--- src/rtl/can_bt_pkg.sv ---
package can_bt_pkg;
  parameter int unsigned NOM_PRESC_W = 10;
  parameter int unsigned NOM_SEG1_W  = 9;
  parameter int unsigned NOM_SEG2_W  = 8;
  parameter int unsigned NOM_SJW_W   = 8;
  parameter int unsigned DAT_PRESC_W = 6;
  parameter int unsigned DAT_SEG1_W  = 6;
  parameter int unsigned DAT_SEG2_W  = 5;
  parameter int unsigned DAT_SJW_W   = 5;

  parameter int unsigned NOM_PRESC_MAX = 512;
  parameter int unsigned NOM_SEG1_MIN  = 2;
  parameter int unsigned NOM_SEG1_MAX  = 256;
  parameter int unsigned NOM_SEG2_MIN  = 2;
  parameter int unsigned NOM_SEG2_MAX  = 128;
  parameter int unsigned NOM_SJW_MAX   = 128;
  parameter int unsigned NOM_Q_MIN     = 5;
  parameter int unsigned NOM_Q_MAX     = 385;

  parameter int unsigned DAT_PRESC_MAX = 32;
  parameter int unsigned DAT_SEG1_MIN  = 1;
  parameter int unsigned DAT_SEG1_MAX  = 32;
  parameter int unsigned DAT_SEG2_MIN  = 1;
  parameter int unsigned DAT_SEG2_MAX  = 16;
  parameter int unsigned DAT_SJW_MAX   = 16;
  parameter int unsigned DAT_Q_MIN     = 3;
  parameter int unsigned DAT_Q_MAX     = 49;

  // segment counter must hold seg1 plus the largest lengthening
  localparam int unsigned CNT_W = NOM_SEG1_W + 1;

  typedef enum logic [1:0] {SEG_SYNC, SEG_PH1, SEG_PH2} seg_e;

  typedef struct packed {
    logic [NOM_PRESC_W-1:0] presc;
    logic [NOM_SEG1_W-1:0]  seg1;
    logic [NOM_SEG2_W-1:0]  seg2;
    logic [NOM_SJW_W-1:0]   sjw;
  } bt_set_t;

  localparam bt_set_t DEF_SET = '{
    presc: NOM_PRESC_W'(1),
    seg1:  NOM_SEG1_W'(11),
    seg2:  NOM_SEG2_W'(4),
    sjw:   NOM_SJW_W'(4)
  };
endpackage

--- src/rtl/can_bt_range_chk.sv ---
module can_bt_range_chk #(
  parameter int unsigned PW     = 10,
  parameter int unsigned S1W    = 9,
  parameter int unsigned S2W    = 8,
  parameter int unsigned JW     = 8,
  parameter int unsigned P_MAX  = 512,
  parameter int unsigned S1_MIN = 2,
  parameter int unsigned S1_MAX = 256,
  parameter int unsigned S2_MIN = 2,
  parameter int unsigned S2_MAX = 128,
  parameter int unsigned J_MAX  = 128,
  parameter int unsigned Q_MIN  = 5,
  parameter int unsigned Q_MAX  = 385
) (
  input  logic [PW-1:0]  presc_i,
  input  logic [S1W-1:0] seg1_i,
  input  logic [S2W-1:0] seg2_i,
  input  logic [JW-1:0]  sjw_i,
  output logic           ok_o
);
  logic [31:0] p, a, b, j, q;

  always_comb begin
    p = 32'(presc_i);
    a = 32'(seg1_i);
    b = 32'(seg2_i);
    j = 32'(sjw_i);
    q = 32'd1 + a + b;
    ok_o = (p >= 32'd1) && (p <= P_MAX)
        && (a >= S1_MIN) && (a <= S1_MAX)
        && (b >= S2_MIN) && (b <= S2_MAX)
        && (j >= 32'd1)  && (j <= J_MAX)
        && (q >= Q_MIN)  && (q <= Q_MAX);
  end
endmodule

--- src/rtl/can_bt_presc.sv ---
module can_bt_presc #(
  parameter int unsigned W = 10
) (
  input  logic         clk_i,
  input  logic         rst_ni,
  input  logic         run_i,
  input  logic [W-1:0] div_i,
  output logic         tick_o
);
  logic [W-1:0] cnt_q;
  logic [W-1:0] lim;

  assign lim    = div_i - W'(1);
  assign tick_o = run_i && (cnt_q >= lim);

  always_ff @(posedge clk_i or negedge rst_ni) begin
    if (!rst_ni)      cnt_q <= '0;
    else if (!run_i)  cnt_q <= '0;
    else if (tick_o)  cnt_q <= '0;
    else              cnt_q <= cnt_q + W'(1);
  end
endmodule

--- src/rtl/can_bt_seg_fsm.sv ---
module can_bt_seg_fsm
  import can_bt_pkg::*;
(
  input  logic                  clk_i,
  input  logic                  rst_ni,
  input  logic                  run_i,
  input  logic                  tick_i,
  input  logic                  edge_i,
  input  logic [NOM_SEG1_W-1:0] seg1_i,
  input  logic [NOM_SEG2_W-1:0] seg2_i,
  input  logic [NOM_SJW_W-1:0]  sjw_i,
  output logic                  sample_o,
  output logic                  bit_end_o
);
  seg_e             st_q;
  logic [CNT_W-1:0] cnt_q, ext_q, shr_q;
  logic             rs_done_q;

  logic [CNT_W-1:0] s1, s2, sj, ph1, rem2, ext_new, shr_new, ext_eff, shr_eff;
  logic             edge_ok, seg1_last, seg2_last;

  always_comb begin
    s1      = CNT_W'(seg1_i);
    s2      = CNT_W'(seg2_i);
    sj      = CNT_W'(sjw_i);
    ph1     = cnt_q + CNT_W'(1);
    rem2    = s2 - cnt_q;
    ext_new = (ph1 < sj) ? ph1 : sj;
    shr_new = (rem2 < sj) ? rem2 : sj;
    edge_ok = run_i && edge_i && !rs_done_q;
    // an edge in this very cycle already counts toward the segment end
    ext_eff = (edge_ok && st_q == SEG_PH1) ? ext_new : ext_q;
    shr_eff = (edge_ok && st_q == SEG_PH2) ? shr_new : shr_q;
    seg1_last = (cnt_q == s1 + ext_eff - CNT_W'(1));
    seg2_last = ((cnt_q + shr_eff + CNT_W'(1)) >= s2);
    sample_o  = tick_i && (st_q == SEG_PH1) && seg1_last;
    bit_end_o = tick_i && (st_q == SEG_PH2) && seg2_last;
  end

  always_ff @(posedge clk_i or negedge rst_ni) begin
    if (!rst_ni) begin
      st_q      <= SEG_SYNC;
      cnt_q     <= '0;
      ext_q     <= '0;
      shr_q     <= '0;
      rs_done_q <= 1'b0;
    end else if (!run_i) begin
      st_q      <= SEG_SYNC;
      cnt_q     <= '0;
      ext_q     <= '0;
      shr_q     <= '0;
      rs_done_q <= 1'b0;
    end else begin
      if (edge_ok && st_q != SEG_SYNC) begin
        rs_done_q <= 1'b1;
        ext_q     <= ext_eff;
        shr_q     <= shr_eff;
      end
      if (tick_i) begin
        unique case (st_q)
          SEG_SYNC: begin
            st_q  <= SEG_PH1;
            cnt_q <= '0;
          end
          SEG_PH1: begin
            if (seg1_last) begin
              st_q  <= SEG_PH2;
              cnt_q <= '0;
            end else begin
              cnt_q <= cnt_q + CNT_W'(1);
            end
          end
          SEG_PH2: begin
            if (seg2_last) begin
              st_q      <= SEG_SYNC;
              cnt_q     <= '0;
              ext_q     <= '0;
              shr_q     <= '0;
              rs_done_q <= 1'b0;
            end else begin
              cnt_q <= cnt_q + CNT_W'(1);
            end
          end
          default: st_q <= SEG_SYNC;
        endcase
      end
    end
  end
endmodule

--- src/rtl/can_bit_timing.sv ---
module can_bit_timing
  import can_bt_pkg::*;
(
  input  logic                   clk_i,
  input  logic                   rst_ni,
  input  logic                   data_phase_i,
  input  logic [NOM_PRESC_W-1:0] nom_presc_i,
  input  logic [NOM_SEG1_W-1:0]  nom_seg1_i,
  input  logic [NOM_SEG2_W-1:0]  nom_seg2_i,
  input  logic [NOM_SJW_W-1:0]   nom_sjw_i,
  input  logic [DAT_PRESC_W-1:0] dat_presc_i,
  input  logic [DAT_SEG1_W-1:0]  dat_seg1_i,
  input  logic [DAT_SEG2_W-1:0]  dat_seg2_i,
  input  logic [DAT_SJW_W-1:0]   dat_sjw_i,
  input  logic                   rx_i,
  output logic                   tq_tick_o,
  output logic                   sample_o,
  output logic                   bit_start_o,
  output logic                   config_error_o
);
  bt_set_t act_q, sel_set;
  logic    nom_ok, dat_ok, err_q, err_d, rx_q, fall, run, tick, bit_end;

  can_bt_range_chk #(
    .PW(NOM_PRESC_W), .S1W(NOM_SEG1_W), .S2W(NOM_SEG2_W), .JW(NOM_SJW_W),
    .P_MAX(NOM_PRESC_MAX), .S1_MIN(NOM_SEG1_MIN), .S1_MAX(NOM_SEG1_MAX),
    .S2_MIN(NOM_SEG2_MIN), .S2_MAX(NOM_SEG2_MAX), .J_MAX(NOM_SJW_MAX),
    .Q_MIN(NOM_Q_MIN), .Q_MAX(NOM_Q_MAX)
  ) u_nom_chk (
    .presc_i(nom_presc_i), .seg1_i(nom_seg1_i), .seg2_i(nom_seg2_i),
    .sjw_i(nom_sjw_i), .ok_o(nom_ok)
  );

  can_bt_range_chk #(
    .PW(DAT_PRESC_W), .S1W(DAT_SEG1_W), .S2W(DAT_SEG2_W), .JW(DAT_SJW_W),
    .P_MAX(DAT_PRESC_MAX), .S1_MIN(DAT_SEG1_MIN), .S1_MAX(DAT_SEG1_MAX),
    .S2_MIN(DAT_SEG2_MIN), .S2_MAX(DAT_SEG2_MAX), .J_MAX(DAT_SJW_MAX),
    .Q_MIN(DAT_Q_MIN), .Q_MAX(DAT_Q_MAX)
  ) u_dat_chk (
    .presc_i(dat_presc_i), .seg1_i(dat_seg1_i), .seg2_i(dat_seg2_i),
    .sjw_i(dat_sjw_i), .ok_o(dat_ok)
  );

  always_comb begin
    if (data_phase_i) begin
      sel_set.presc = NOM_PRESC_W'(dat_presc_i);
      sel_set.seg1  = NOM_SEG1_W'(dat_seg1_i);
      sel_set.seg2  = NOM_SEG2_W'(dat_seg2_i);
      sel_set.sjw   = NOM_SJW_W'(dat_sjw_i);
      err_d         = !dat_ok;
    end else begin
      sel_set.presc = nom_presc_i;
      sel_set.seg1  = nom_seg1_i;
      sel_set.seg2  = nom_seg2_i;
      sel_set.sjw   = nom_sjw_i;
      err_d         = !nom_ok;
    end
  end

  assign run  = !err_q;
  assign fall = rx_q && !rx_i;

  // active set follows the inputs while idle, otherwise only at bit end
  always_ff @(posedge clk_i or negedge rst_ni) begin
    if (!rst_ni) begin
      act_q <= DEF_SET;
      err_q <= 1'b0;
      rx_q  <= 1'b1;
    end else begin
      err_q <= err_d;
      rx_q  <= rx_i;
      if (err_q || bit_end) act_q <= sel_set;
    end
  end

  can_bt_presc #(.W(NOM_PRESC_W)) u_presc (
    .clk_i(clk_i), .rst_ni(rst_ni), .run_i(run), .div_i(act_q.presc), .tick_o(tick)
  );

  can_bt_seg_fsm u_seg (
    .clk_i(clk_i), .rst_ni(rst_ni), .run_i(run), .tick_i(tick), .edge_i(fall),
    .seg1_i(act_q.seg1), .seg2_i(act_q.seg2), .sjw_i(act_q.sjw),
    .sample_o(sample_o), .bit_end_o(bit_end)
  );

  assign tq_tick_o      = tick;
  assign bit_start_o    = bit_end;
  assign config_error_o = err_q;
endmodule

--- config.mk ---
export PLATFORM = sky130hd
export DESIGN_NAME = can_bit_timing
export DESIGN_NICKNAME = d
export VERILOG_FILES = /design/src/rtl/can_bt_pkg.sv /design/src/rtl/can_bt_range_chk.sv /design/src/rtl/can_bt_presc.sv /design/src/rtl/can_bt_seg_fsm.sv /design/src/rtl/can_bit_timing.sv
export SDC_FILE = /design/constraint.sdc
export NUM_CORES = 1
export LEC_CHECK = 0
export ABC_AREA = 1
export CAP_MARGIN = 20
export CORE_MARGIN = 8
export CORE_UTILIZATION = 56
export CTS_CLUSTER_SIZE = 14
export DETAILED_ROUTE_END_ITERATION = 16
export GPL_TIMING_DRIVEN = 0
export PLACE_DENSITY = 0.77
export SLEW_MARGIN = 10
export SYNTH_ARGS = -nofsm -noshare
export SYNTH_HDL_FRONTEND = slang
export SYNTH_SLANG_ARGS = --single-unit
--- constraint.sdc ---
create_clock -name clk_i -period 17.32 [get_ports clk_i]
set_input_delay 2.598 -clock clk_i [delete_from_list [all_inputs] [get_ports clk_i]]
set_output_delay 2.598 -clock clk_i [all_outputs]
set_load 0.005 [all_outputs]
==> flow_summary.yaml <==
floorplan:
  io_pins: 65
  initial_core_util_pct: 56.5
  row_count: 44
  core_area_um2: 14300
  dieWidth_um: 136
  dieArea_um2: 18500
  fp.dieH_um: 136
sta:
  fin_tns_setup_ns: 0
  rsz0062_at_grt: "no"
  finClkSkew_ns: 0.0173
  setup_viol_count_final: 0
  fmax_mhz: 100
  drv_slew: 0
  hold_violations: 0
  finalCriticalPeriod_ns: 9.99
  min_period_over_period_pct: 57.7
  slew_headroom_pct: 38.8
  max_slew.worst_pin.slew_ns: 0.913
  layout_setup_ws_ns: 7.33
cts:
  clk-insertion-delay-late_ns: 0.36
  cts_tree: "built"
  hold_buffers: 0
  cts.reportedPaths.clkPinSlew_ns: 0.07
  ctsResizeCount: 0
  numCtsBuffers: 9
  cts_root_buf: "clkbuf_16"
  htree_levels: 3
  cts.sinks: 80
  postCtsSetupBuffers: 0
  cts_buffer_depth: 2
grt:
  grt_start_max_net_pins: 49
  grt.total_usage_pct: 25.4
  grt_overflow: 0
  antenna_found_initial: 0
  grt_pass1_vias: 7647
  grt_pass1_wl_um: 37200
worst_setup_path:
  path_class: "primary input to primary output"
  crit_path_end_kind: "primary output"
  startpoint_type: "primary input"
  cp_max_fo: 10
  cp.required_ns: 14.72
  reg2regPathDepth: 40
  worstPathArrival_ns: 7.39
synth:
  synthTopCellsByCount: "nand2_1 (315), inv_1 (195), nand3_1 (104)"
  syn_nets: 1359
  synth-seq-cells: 80
  netlist.area_leader.share_pct: 22.6
  syn_area_um2: 8080
  netlist_instances: 1200
  synth_warnings: 0
  async_flop_share_pct: 100
  synth.distinct_cells: 48
  synth_largest_area_cell: "dfrtp_1"
  synth_area_leaders: "dfrtp_1 (23%), nand2_1 (15%), ha_1 (14%), inv_1 (9.1%), nand3_1 (6.4%)"
  synthFlopType: "dfrtp_1"
  synth_area_per_cell_um2: 6.73
  yosysMostFrequentCell: "nand2_1"
  ys_seq_area_share_pct: 24.9
  synth_edf_count: 0
route:
  drcViolationCount: 0
  ant_nets: 0
  drt-initial-drc-count: 484
  wl_per_cell_um: 15.3
  vias: 7943
  viasPerCell: 5.42
  wl_um: 22500
  first_pass_iters: 6
placement:
  post-place-ws_ns: 7.38
  dpl.hpwl_um: 18600
  io_buffer_count: 64
  globalplace.congestion: 0.955
cells_and_area:
  syn_to_final_growth_pct: 15.1
  drive_above_1_share_pct: 5.78
  antenna_cells: 0
  fillCellCount: 1338
  multi_input_area_um2: 5160
  nNetsFinal: 1435
  seqCellArea_um2: 2010
worst_hold_path:
  min_path_type: "flop to flop"
  hold_depth: 1
pwr:
  vdd_drop_max_v: 0.0000486
  power.leakage_nw: 4.89
  power.density_nw_per_um2: 63.7
outcome:
  outcome: "finished, final reports clean"
job:
  maxCapViolations: 0
==> power breakdown <==
part           switching, W  internal [W]  leakage (nW)
sequential       0.00000573      0.000196          1.04
clock             0.0000834      0.000127         0.153
combinational      0.000110     0.0000700          3.69
==> cells in the final DEF (no fill, tap or decap), types with 5 or more instances in the layout <==
cell type        synthesis  final
a21oi_1                 49     49
buf_2                    7      7
buf_6                    6      6
clkbuf_1                 7      8
clkbuf_16                0      9
clkdlybuf4s50_1          0     63
dfrtp_1                 73     73
dfstp_2                  7      7
fa_1                     5      5
ha_1                    93     93
inv_1                  195    195
nand2_1                315    315
nand3_1                104    104
nand3b_1                 6      6
nand4_1                 31     31
nor2_1                  91     91
nor2_2                   5      5
nor3_1                  14     14
o211ai_1                 9      9
o21ai_0                 39     39
o21ai_1                 34     34
or2_2                   11     11
xnor2_1                 15     15
xor2_1                  36     36
==> metrics by stage <==
| stage | cell area [µm²] | hold WS, ns | total power, W | utilization, % | std cells |
|---|---|---|---|---|---|
| 6_report | 9300 | 0.501 | 0.000592 | 65.0 | 1465 |
| 5_1_grt | 9300 | 0.518 | 0.000628 | 65.0 | 1465 |
| 4_1_cts | 9300 | 0.500 | 0.000592 | 65.0 | 1465 |
| 3_5_place_dp | 8980 | 0.490 | 0.000382 | 62.7 | 1449 |
| 3_3_place_gp | 8950 | 0.482 | 0.000378 | 62.5 | 1448 |
| 2_1_floorplan | 8080 | 0.454 | 0.000325 | - | 1200 |
==> flip-flops by register name, indices dropped and copies added, names as in the netlist <==
signal / cells
u_seg.st_q: 2
u_seg.ext_q: 10
u_seg.rs_done_q: 1
rx_q: 1
config_error_o: 1
u_presc.cnt_q: 10
act_q: 35
u_seg.cnt_q: 10
u_seg.shr_q: 10
==> worst paths after layout <==
check	startpoint	to	slack, ns
max	rx_i	bit_start_o	7.33
min	u_presc.cnt_q[0]$_DFF_PN0_	u_presc.cnt_q[0]$_DFF_PN0_	0.50
max reg2reg	u_seg.cnt_q[2]$_DFFE_PN0P_	act_q[12]$_DFFE_PN0P_	10.80
min reg2reg	u_presc.cnt_q[0]$_DFF_PN0_	u_presc.cnt_q[0]$_DFF_PN0_	0.50
max in group asynchronous	rst_ni	act_q[17]$_DFFE_PN1P_	14.47
min in group asynchronous	rst_ni	act_q[26]$_DFFE_PN0P_	2.19
==> critical path: stages <==
cell and delay (ns):
clkdlybuf4s50_1 0.44, nor2_2 0.22, nand4_4 0.16, inv_1 0.17, buf_1 0.34, nand3_1 0.12
nand2_1 0.13, inv_1 0.06, ha_1 0.34, a21oi_1 0.23, o21ai_1 0.10, a21oi_1 0.21
nor2_1 0.07, nor2_1 0.11, xor2_1 0.20, inv_1 0.07, ha_1 0.28, nand2_1 0.07
inv_1 0.04, nand4_1 0.09, nand3_1 0.08, nor2_1 0.34, nand2_1 0.09, nand2_1 0.13
buf_4 0.20, inv_1 0.05, clkdlybuf4s50_1 0.43
==> cell families after synthesis <==
| kind of cell | after synthesis | share of synthesized area, % |
|---|---|---|
| AOI/OAI and AO/OA | 148 | 9.97 |
| xor gates and xnor gates | 51 | 5.53 |
| adders and majority gates | 98 | 15.6 |
| buffers and inverters | 224 | 11.3 |
| DFF | 80 | 24.9 |
| and+or+nand+nor | 599 | 32.7 |
==> final cells by class <==
class / instances / share of cell area (%)
clock buffers: 10 / 2.46
well taps: 184 / 2.48
repair buffers: 65 / 7.16
plain buffers: 24 / 1.74
clock inverters: 6 / 0.969
inverters: 200 / 8.07
flip-flops and latches: 80 / 21.6
multi-input cells: 896 / 55.5
==> layer usage <==
layer / track usage [%] / share of wire [%]
met2: 41.3 / 46
met5: 0 / 0
met4: 10.4 / 3.7
met3: 5.47 / 5.6
met1: 32.0 / 45
(Power assumes the default switching activity.)
